$ cat config.mk
export PLATFORM = sky130hd
export DESIGN_NAME = flash_sector_decoder
export DESIGN_NICKNAME = d
export VERILOG_FILES = /design/src/rtl/fsd_pkg.sv /design/src/rtl/fsd_cfg_regs.sv /design/src/rtl/fsd_sector_match.sv /design/src/rtl/fsd_priority.sv /design/src/rtl/flash_sector_decoder.sv
export SDC_FILE = /design/constraint.sdc
export NUM_CORES = 1
export LEC_CHECK = 0
export ABC_AREA = 1
export CELL_PAD_IN_SITES_DETAIL_PLACEMENT = 1
export CELL_PAD_IN_SITES_GLOBAL_PLACEMENT = 2
export CORE_ASPECT_RATIO = 0.5
export CORE_MARGIN = 2
export CORE_UTILIZATION = 37
export CTS_CLUSTER_DIAMETER = 50
export DETAILED_ROUTE_END_ITERATION = 6
export DONT_BUFFER_PORTS = 1
export PLACE_DENSITY_LB_ADDON = 0.1
export SETUP_SLACK_MARGIN = 0.2
export SYNTH_ARGS = -nofsm -noshare
export SYNTH_HDL_FRONTEND = slang
export SYNTH_HIERARCHICAL = 1
export SYNTH_SLANG_ARGS = --single-unit
$ cat constraint.sdc
create_clock -name clk -period 4.4 [get_ports clk]
set_clock_uncertainty 0.15 [all_clocks]
set_input_delay 0 -clock clk [delete_from_list [all_inputs] [get_ports clk]]
set_output_delay 0 -clock clk [all_outputs]
set_load 0.005 [all_outputs]
$ cat src/rtl/fsd_pkg.sv
package fsd_pkg;

    localparam int DATA_W   = 8;
    // Base field spans two register bytes, minus the enable bit.
    localparam int CFG_BW   = 2 * DATA_W - 1;

    typedef struct packed {
        logic              en;
        logic [CFG_BW-1:0] base;
    } sect_cfg_t;

    typedef enum logic [2:0] {
        TGT_NONE,
        TGT_REG,
        TGT_MAIN,
        TGT_SEC,
        TGT_EXT
    } tgt_e;

    function automatic logic is_flash(input tgt_e t);
        return (t == TGT_MAIN) || (t == TGT_SEC);
    endfunction

endpackage

$ cat src/rtl/fsd_cfg_regs.sv
module fsd_cfg_regs
    import fsd_pkg::*;
#(
    parameter int N_MAIN = 8,
    parameter int N_SEC  = 8,
    parameter int OFF_W  = 6
) (
    input  logic                           clk,
    input  logic                           rst,
    input  logic                           we,
    input  logic [OFF_W-1:0]               off,
    input  logic [DATA_W-1:0]              wdata,
    output sect_cfg_t [N_MAIN+N_SEC-1:0]   cfg,
    output logic [N_MAIN-1:0]              wp_main,
    output logic [N_SEC-1:0]               wp_sec,
    output logic                           merge,
    output logic [DATA_W-1:0]              rdata
);
    localparam int N_SLOT     = N_MAIN + N_SEC;
    localparam int WPM_OFF    = 2 * N_SLOT;
    localparam int WPS_OFF    = WPM_OFF + 1;
    localparam int CTRL_OFF   = WPM_OFF + 2;

    always_ff @(posedge clk) begin
        if (rst) begin
            cfg     <= '0;
            wp_main <= '1;
            wp_sec  <= '1;
            merge   <= 1'b0;
        end else if (we) begin
            for (int s = 0; s < N_SLOT; s++) begin
                if (off == OFF_W'(2 * s))
                    cfg[s].base[DATA_W-1:0] <= wdata;
                if (off == OFF_W'(2 * s + 1))
                    {cfg[s].en, cfg[s].base[CFG_BW-1:DATA_W]} <= wdata;
            end
            if (off == OFF_W'(WPM_OFF))  wp_main <= wdata[N_MAIN-1:0];
            if (off == OFF_W'(WPS_OFF))  wp_sec  <= wdata[N_SEC-1:0];
            if (off == OFF_W'(CTRL_OFF)) merge   <= wdata[0];
        end
    end

    always_comb begin
        rdata = '0;
        for (int s = 0; s < N_SLOT; s++) begin
            if (off == OFF_W'(2 * s))
                rdata = cfg[s].base[DATA_W-1:0];
            if (off == OFF_W'(2 * s + 1))
                rdata = {cfg[s].en, cfg[s].base[CFG_BW-1:DATA_W]};
        end
        if (off == OFF_W'(WPM_OFF))  rdata[N_MAIN-1:0] = wp_main;
        if (off == OFF_W'(WPS_OFF))  rdata[N_SEC-1:0]  = wp_sec;
        if (off == OFF_W'(CTRL_OFF)) rdata[0]          = merge;
    end

endmodule

$ cat src/rtl/fsd_sector_match.sv
module fsd_sector_match
    import fsd_pkg::*;
#(
    parameter int N    = 8,
    parameter int TAGW = 7
) (
    input  logic [TAGW-1:0]     tag,
    input  logic                space,
    input  sect_cfg_t [N-1:0]   cfg,
    output logic [N-1:0]        hit
);
    // Zero-extended compare: unused upper base bits must be zero to match.
    for (genvar i = 0; i < N; i++) begin : g_cmp
        assign hit[i] = space && cfg[i].en
                        && (cfg[i].base == CFG_BW'(tag));
    end

endmodule

$ cat src/rtl/fsd_priority.sv
module fsd_priority
    import fsd_pkg::*;
#(
    parameter int N_MAIN = 8,
    parameter int N_SEC  = 8,
    parameter int N_XCS  = 4
) (
    input  logic              reg_hit,
    input  logic [N_MAIN-1:0] main_hit,
    input  logic [N_SEC-1:0]  sec_hit,
    input  logic [N_XCS-1:0]  xcs_req,
    output logic              reg_sel,
    output logic [N_MAIN-1:0] main_sel,
    output logic [N_SEC-1:0]  sec_sel,
    output logic [N_XCS-1:0]  xcs_sel,
    output tgt_e              target
);
    always_comb begin
        reg_sel  = 1'b0;
        main_sel = '0;
        sec_sel  = '0;
        xcs_sel  = '0;
        target   = TGT_NONE;
        if (reg_hit) begin
            reg_sel = 1'b1;
            target  = TGT_REG;
        end else if (|main_hit) begin
            main_sel = main_hit & (~main_hit + N_MAIN'(1));
            target   = TGT_MAIN;
        end else if (|sec_hit) begin
            sec_sel = sec_hit & (~sec_hit + N_SEC'(1));
            target  = TGT_SEC;
        end else if (|xcs_req) begin
            xcs_sel = xcs_req & (~xcs_req + N_XCS'(1));
            target  = TGT_EXT;
        end
    end

endmodule

$ cat src/rtl/flash_sector_decoder.sv
module flash_sector_decoder
    import fsd_pkg::*;
#(
    parameter int ADDR_W   = 22,
    parameter int N_MAIN   = 8,
    parameter int N_SEC    = 8,
    parameter int MAIN_SAW = 15,
    parameter int SEC_SAW  = 13,
    parameter int N_XCS    = 4,
    parameter int OFF_W    = 6,
    parameter logic [ADDR_W-OFF_W-1:0] REG_PAGE = '0
) (
    input  logic              clk,
    input  logic              rst,
    input  logic [ADDR_W-1:0] addr,
    input  logic [DATA_W-1:0] wdata,
    input  logic              rd,
    input  logic              wr,
    input  logic              boot_stb,
    input  logic              io_stb,
    input  logic [N_XCS-1:0]  mem_stb,
    output logic [N_MAIN-1:0] main_sel,
    output logic [N_SEC-1:0]  sec_sel,
    output logic              reg_sel,
    output logic [N_XCS-1:0]  xcs_sel,
    output logic              arr_rd,
    output logic              arr_wr,
    output logic              prot_err,
    output logic [DATA_W-1:0] rdata
);
    localparam int N_SLOT   = N_MAIN + N_SEC;
    localparam int MAIN_TW  = ADDR_W - MAIN_SAW;
    localparam int SEC_TW   = ADDR_W - SEC_SAW;

    sect_cfg_t [N_SLOT-1:0] cfg;
    logic [N_MAIN-1:0] wp_main, main_hit;
    logic [N_SEC-1:0]  wp_sec, sec_hit;
    logic              merge, flash_space, reg_hit, blocked, flash_tgt;
    logic [N_XCS-1:0]  xcs_req;
    logic [DATA_W-1:0] cfg_rdata;
    tgt_e              target;

    assign flash_space = boot_stb | (merge & (|mem_stb));
    assign reg_hit     = io_stb && (addr[ADDR_W-1:OFF_W] == REG_PAGE);
    assign xcs_req     = merge ? '0 : mem_stb;

    fsd_cfg_regs #(.N_MAIN(N_MAIN), .N_SEC(N_SEC), .OFF_W(OFF_W)) u_regs (
        .clk    (clk),
        .rst    (rst),
        .we     (wr & reg_sel),
        .off    (addr[OFF_W-1:0]),
        .wdata  (wdata),
        .cfg    (cfg),
        .wp_main(wp_main),
        .wp_sec (wp_sec),
        .merge  (merge),
        .rdata  (cfg_rdata)
    );

    fsd_sector_match #(.N(N_MAIN), .TAGW(MAIN_TW)) u_main_match (
        .tag  (addr[ADDR_W-1:MAIN_SAW]),
        .space(flash_space),
        .cfg  (cfg[N_MAIN-1:0]),
        .hit  (main_hit)
    );

    fsd_sector_match #(.N(N_SEC), .TAGW(SEC_TW)) u_sec_match (
        .tag  (addr[ADDR_W-1:SEC_SAW]),
        .space(flash_space),
        .cfg  (cfg[N_SLOT-1:N_MAIN]),
        .hit  (sec_hit)
    );

    fsd_priority #(.N_MAIN(N_MAIN), .N_SEC(N_SEC), .N_XCS(N_XCS)) u_prio (
        .reg_hit (reg_hit),
        .main_hit(main_hit),
        .sec_hit (sec_hit),
        .xcs_req (xcs_req),
        .reg_sel (reg_sel),
        .main_sel(main_sel),
        .sec_sel (sec_sel),
        .xcs_sel (xcs_sel),
        .target  (target)
    );

    assign flash_tgt = is_flash(target);
    assign blocked   = (|(main_sel & wp_main)) | (|(sec_sel & wp_sec));
    assign arr_rd    = rd & flash_tgt;
    assign arr_wr    = wr & flash_tgt & ~blocked;
    assign rdata     = (rd & reg_sel) ? cfg_rdata : '0;

    always_ff @(posedge clk) begin
        if (rst) prot_err <= 1'b0;
        else     prot_err <= wr & flash_tgt & blocked;
    end

endmodule

**Word-level counts from Yosys, hierarchy flattened**

Cells that the tools add are included.

- $add $sub $neg: 3
- Multiply operators: 0
- Div/mod/pow operators: 0
- Order comparisons: 0
- Equality and inequality tests: 52
- Shift operators: 0
- Mux-type cells: 51
- Bitwise operators: 18
- Reductions and logical operators: 77

Operators with widths:

| operator | count |
|---|---|
| 8-bit two-way mux | 40 |
| 15-bit by 7-bit == test with 1-bit output | 8 |
| 15-bit by 9-bit == test with 1-bit output | 8 |
| 6-bit by 5-bit == test with 1-bit output (second input constant) | 16 |
| 2-bit AND reduction | 35 |
| 6-bit by 4-bit == test with 1-bit output (second input constant) | 8 |
| 1-bit logical AND | 33 |
| 8-bit bitwise AND | 4 |
| 8-bit OR reduction | 4 |
| 6-bit by 3-bit == test with 1-bit output (second input constant) | 4 |
| 4-bit two-way mux | 5 |
| 6-bit == test (second input constant) | 3 |
| 8-bit by 1-bit adder with 8-bit output (second input constant) | 2 |
| 16-bit logical NOT | 1 |
| 8-bit inverter | 2 |
| 6-bit by 2-bit == test with 1-bit output (second input constant) | 2 |
| 3-bit two-way mux | 4 |
| 4-bit OR reduction | 2 |
| 1-bit bitwise AND | 7 |
| 3-bit by 2-bit == test with 1-bit output (second input constant) | 2 |
| 6-bit by 1-bit == test with 1-bit output (second input constant) | 1 |
| 6-bit logical NOT | 1 |
| 4-bit by 1-bit adder with 4-bit output (second input constant) | 1 |
| 4-bit bitwise AND | 1 |
| other kinds (5) | 7 |

- Bits in registers: 274
- Latch bits: 0
- Memory bits (writable): 0
- ROM bits: 0
- Input bits: 40
- Output and inout bits: 32
- Logic and storage cells: 253
- Memories kept: 0

**Logic depth before layout (Yosys ltp)**

- Word-level depth: 37
- Gate-level depth with buffers: 26

**By module**

The synthesis kept the hierarchy.

By module, submodules not included:

| module | instances | cells each | area an instance (um^2) |
|---|---|---|---|
| fsd_cfg_regs | 1 | 1792 | 12024.0 |
| fsd_sector_match (u_sec_match) | 1 | 317 | 1546.5 |
| fsd_sector_match (u_main_match) | 1 | 332 | 1361.3 |
| fsd_priority | 1 | 84 | 450.4 |
| flash_sector_decoder | 1 | 79 | 341.6 |

**Worst setup path after synthesis**

No wires, ideal clock.

- Path type: register -> register
- Start: reg u_regs.merge
- End: reg prot_err
- Setup time: 0.064 ns
- Arrival time: 1.979 ns
- Required time: 4.186 ns
- Slack: 2.207 ns
- Stages on the path, launching flop included: 21
- Path through: dfxtp_1 > a21o_1 > buf_4 > nand2_1 > nor2_1 > nand2_1 > nor2_1 > nand2_1 > nor2_2 > nor2_2 > nand2_2 > clkinv_1 > nand2_1 > nand2_4 > nor2_2 > nand2_1 > nand2_1 > nor2_1 > nand2_1 > nor2_1 > nor2_1

- Longest elaborated chain between the ends: 14
- Elaborated cells on any way between the ends: 63
- Classes of those cells: 2 x add/sub; 2 x eq/ne; 10 x mux; 11 x bitwise; 38 x reduce/logical

RTL lines:

| what | line | RTL |
|---|---|---|
| start, declared | fsd_cfg_regs.sv:16 | `output logic merge,` |
| start signal, assigned | fsd_cfg_regs.sv:39 | `if (off == OFF_W'(CTRL_OFF)) merge <= wdata[0];` |
| 1-bit bitwise AND (*) | flash_sector_decoder.sv:43 | `assign flash_space = boot_stb \| (merge & (\|mem_stb));` |
| 1-bit OR (*) | flash_sector_decoder.sv:43 |  |
| via flash_space | flash_sector_decoder.sv:38 | `logic merge, flash_space, reg_hit, blocked, flash_tgt;` |
| 1-bit logical AND (*) | fsd_sector_match.sv:14 | `assign hit[i] = space && cfg[i].en` |
| 1-bit logical AND (*) | fsd_sector_match.sv:15 | `&& (cfg[i].base == CFG_BW'(tag));` |
| via sec_hit[0] | flash_sector_decoder.sv:37 | `logic [N_SEC-1:0] wp_sec, sec_hit;` |
| 8-bit inverter | fsd_priority.sv:31 | `sec_sel = sec_hit & (~sec_hit + N_SEC'(1));` |
| 8-bit by 1-bit adder with 8-bit output | fsd_priority.sv:31 |  |
| 8-bit bitwise AND | fsd_priority.sv:31 |  |
| 8-bit two-way mux (*) | fsd_priority.sv:30 | `end else if (\|sec_hit) begin` |
| 8-bit two-way mux (*) | fsd_priority.sv:27 | `end else if (\|main_hit) begin` |
| 8-bit two-way mux (*) | fsd_priority.sv:24 | `if (reg_hit) begin` |
| via sec_sel[2] | flash_sector_decoder.sv:23 | `output logic [N_SEC-1:0] sec_sel,` |
| 8-bit bitwise AND (*) | flash_sector_decoder.sv:87 | `assign blocked = (\|(main_sel & wp_main)) \| (\|(sec_sel & wp_sec));` |
| 8-bit OR reduction (*) | flash_sector_decoder.sv:87 |  |
| 1-bit OR (*) | flash_sector_decoder.sv:87 |  |
| 1-bit bitwise AND (*) | flash_sector_decoder.sv:94 | `else prot_err <= wr & flash_tgt & blocked;` |
| end signal, assigned | flash_sector_decoder.sv:94 |  |
| end, declared | flash_sector_decoder.sv:28 | `output logic prot_err,` |

The timed path passes the listed nets; every way through them passes the cells marked *.
A chain may end at the register's enable or synchronous reset.

**Worst setup path in the final report**

- Start: in addr[4]
- End: out rdata[3]

- Longest elaborated chain between the ends: 36
- Elaborated cells on any way between the ends: 69
- Classes of those cells: 33 x eq/ne; 35 x mux; 1 x reduce/logical

RTL lines:

| what | line | RTL |
|---|---|---|
| start, declared | flash_sector_decoder.sv:15 | `input logic [ADDR_W-1:0] addr,` |
| 6-bit logical NOT | fsd_cfg_regs.sv:46 | `if (off == OFF_W'(2 * s))` |
| 8-bit two-way mux | fsd_cfg_regs.sv:46 |  |
| 8-bit two-way mux | fsd_cfg_regs.sv:48 | `if (off == OFF_W'(2 * s + 1))` |
| 8-bit two-way mux | fsd_cfg_regs.sv:46 |  |
| 8-bit two-way mux | fsd_cfg_regs.sv:48 |  |
| 8-bit two-way mux | fsd_cfg_regs.sv:46 |  |
| 8-bit two-way mux | fsd_cfg_regs.sv:48 |  |
| 8-bit two-way mux | fsd_cfg_regs.sv:46 |  |
| [... 21 more ...] | - |  |
| 8-bit two-way mux | fsd_cfg_regs.sv:46 |  |
| 8-bit two-way mux | fsd_cfg_regs.sv:48 |  |
| 8-bit two-way mux | fsd_cfg_regs.sv:46 |  |
| 8-bit two-way mux | fsd_cfg_regs.sv:48 |  |
| 8-bit two-way mux | fsd_cfg_regs.sv:51 | `if (off == OFF_W'(WPM_OFF)) rdata[N_MAIN-1:0] = wp_main;` |
| 8-bit two-way mux (*) | fsd_cfg_regs.sv:52 | `if (off == OFF_W'(WPS_OFF)) rdata[N_SEC-1:0] = wp_sec;` |
| via cfg_rdata[3] | flash_sector_decoder.sv:40 | `logic [DATA_W-1:0] cfg_rdata;` |
| 8-bit two-way mux (*) | flash_sector_decoder.sv:90 | `assign rdata = (rd & reg_sel) ? cfg_rdata : '0;` |
| end, declared | flash_sector_decoder.sv:29 | `output logic [DATA_W-1:0] rdata` |

Marked as above.

==> impl_metrics.ini <==
[status]
status = finished, final reports clean

[sta]
report.final.slew_viol_count = 0
post-route-period-util = 0.931
fin_setup_tns_ps = 0
fmaxAchievable_mhz = 244
max_slew_margin = 0.294
setup-violations-final = 0
setup_slack_ps = 304
rsz0062_at_grt = false
hold_viol_final = 0
fin_crit_ps = 4100
tightestPinTransition_ps = 1060

[hold_path]
min_path_cells = 7
min-delay-start = addr[0]
hold_path_end = u_regs/cfg[98]
min_path_type = in2reg

[critical_path]
critPathMaxStageDelay_ps = 650
r2r_cells = 14
worst-path-buf-inv = 3
crit_fanout = 12
critPathKind = in2out
critPathCaptureType = output pin
ff2ff_setup_slack_ps = 980
required_ps = 4250
path_common_cell = nand2_1
cp.depth = 26
crit_start = addr[4]
slowest_stage = dlygate4sd3_1
rr_endpoint = prot_err
start_kind = primary input
cp_data_arrival_time_ps = 3950
critPathTopFamily = simple AND/OR/NAND/NOR gates
timing.rr.start = u_regs/merge

[power_and_ir_drop]
peakVddDrop_uv = 326
finalPower_mw = 5.75
p_leak_nw = 6.92
power_density_nw_per_um2 = 323

[global_routing]
antenna_found_initial = 3
track_usage = 0.307
grt_start_max_net_pins = 120
grt_pass1_vias = 16300
grt_pass1_wl_microns = 102000
gr-total-overflow = 0

[clock_tree]
cts_buffers = 31
path_clk_slew_ps = 60
htree_levels = 1
clockRootBuffer = clkbuf_16
cts_tree = built
ctsLongestPathBuffers = 3
clock_latency_ps = 600
clock-sinks = 274

[routing]
num_vias = 16600
wirelength_microns = 68300
wl_per_cell_microns = 21.4
via_per_inst = 5.20
drtIter0Drc = 1223
drc = 0
detail_route.first_pass.iterations = 5
ant_nets = 0

[logic_synthesis]
syn_area_sq_um = 15700
ys_warn_count = 6
avgSynthCellArea_sq_um = 6.04
synth_nets = 2643
synthCells = 2603

[placement]
dp_slack_ps = 1110
portBuffers = 0
hpwl_microns = 44300
gp_congestion = 0.860

[final_layout]
final_common_cell = nand2_1
layout_common_cells = 689 x nand2_1, 510 x nor2_1, 287 x inv_1
drive_gt1_frac = 0.0627
areaGrowthSynthToFinish_pct = 13.5
nets = 2630

[floorplan]
core_sq_um = 42000
io_pins = 72
die_area_sq_um = 44300
die_x_microns = 296
rows = 53
dieHeight_microns = 150
initial_core_util = 0.374

[flow_run]
maxCapViolCount = 0
worst max-delay path by stage:
stage | slack [ps] | endpoint
finish | 300 | rdata[3]
global route | 200 | rdata[3]
CTS | 230 | rdata[3]
detailed placement | 1110 | prot_err
global placement | 1120 | prot_err
floorplan | 2210 | prot_err
repair_timing:
item	in CTS	in global routing
gates resized for setup	0	7
setup endpoints to repair	0	8
hold endpoints to repair	276	0
buffers inserted	0	1
hold buffers	49	0
worst register-to-register path: cells and delay by family, from the launching register on:
kind | cells | cell delay (ps)
buffers and inverters | 2 | 510
flip-flops | 1 | 450
AND/OR/NAND/NOR | 11 | 1760
AO/OA/AOI/OAI | 1 | 500
sequential cells by signal, indices dropped and copies added (netlist names):
name / cells
prot_err: 1
u_regs/cfg: 256
u_regs/merge: 1
u_regs/wp_main: 8
u_regs/wp_sec: 8
power breakdown:
group          switching [mW]  total, mW  internal (mW)
sequential        0.000000320       2.48           2.48
combinational           0.271      0.380          0.109
clock                    1.17       2.89           1.73
total                    1.44       5.75           4.31
per-stage QoR:
step | hold slack [ps] | area, sq um | utilization | instances
6_report | 54.7 | 17800 | 0.425 | 3194
5_1_grt | 75.1 | 17800 | 0.425 | 3191
4_1_cts | 5.06 | 17800 | 0.424 | 3191
3_5_place_dp | -61.5 | 16100 | 0.383 | 3085
3_3_place_gp | -65.2 | 16100 | 0.383 | 3085
2_1_floorplan | -51.8 | 15700 | - | 2603
routing by layer:
metal | vias to the layer above | track usage | wire length [microns]
li1 | 8106 | - | -
met1 | 8046 | 0.429 | 32600
met2 | 363 | 0.499 | 30500
met3 | 77 | 0.0472 | 3730
met4 | 2 | 0.0693 | 1410
met5 | - | 0 | 13
cell type report:
cell class | instances | area, sq um
tap | 577 | 722
sequential | 274 | 5490
clock inverter | 12 | 204
antenna | 3 | 7.51
clock buffer | 45 | 908
fill | 5644 | 24100
multi-input combinational | 1909 | 8530
inverter | 308 | 1180
timing repair buffer | 66 | 798
(Power assumes the default switching activity.)
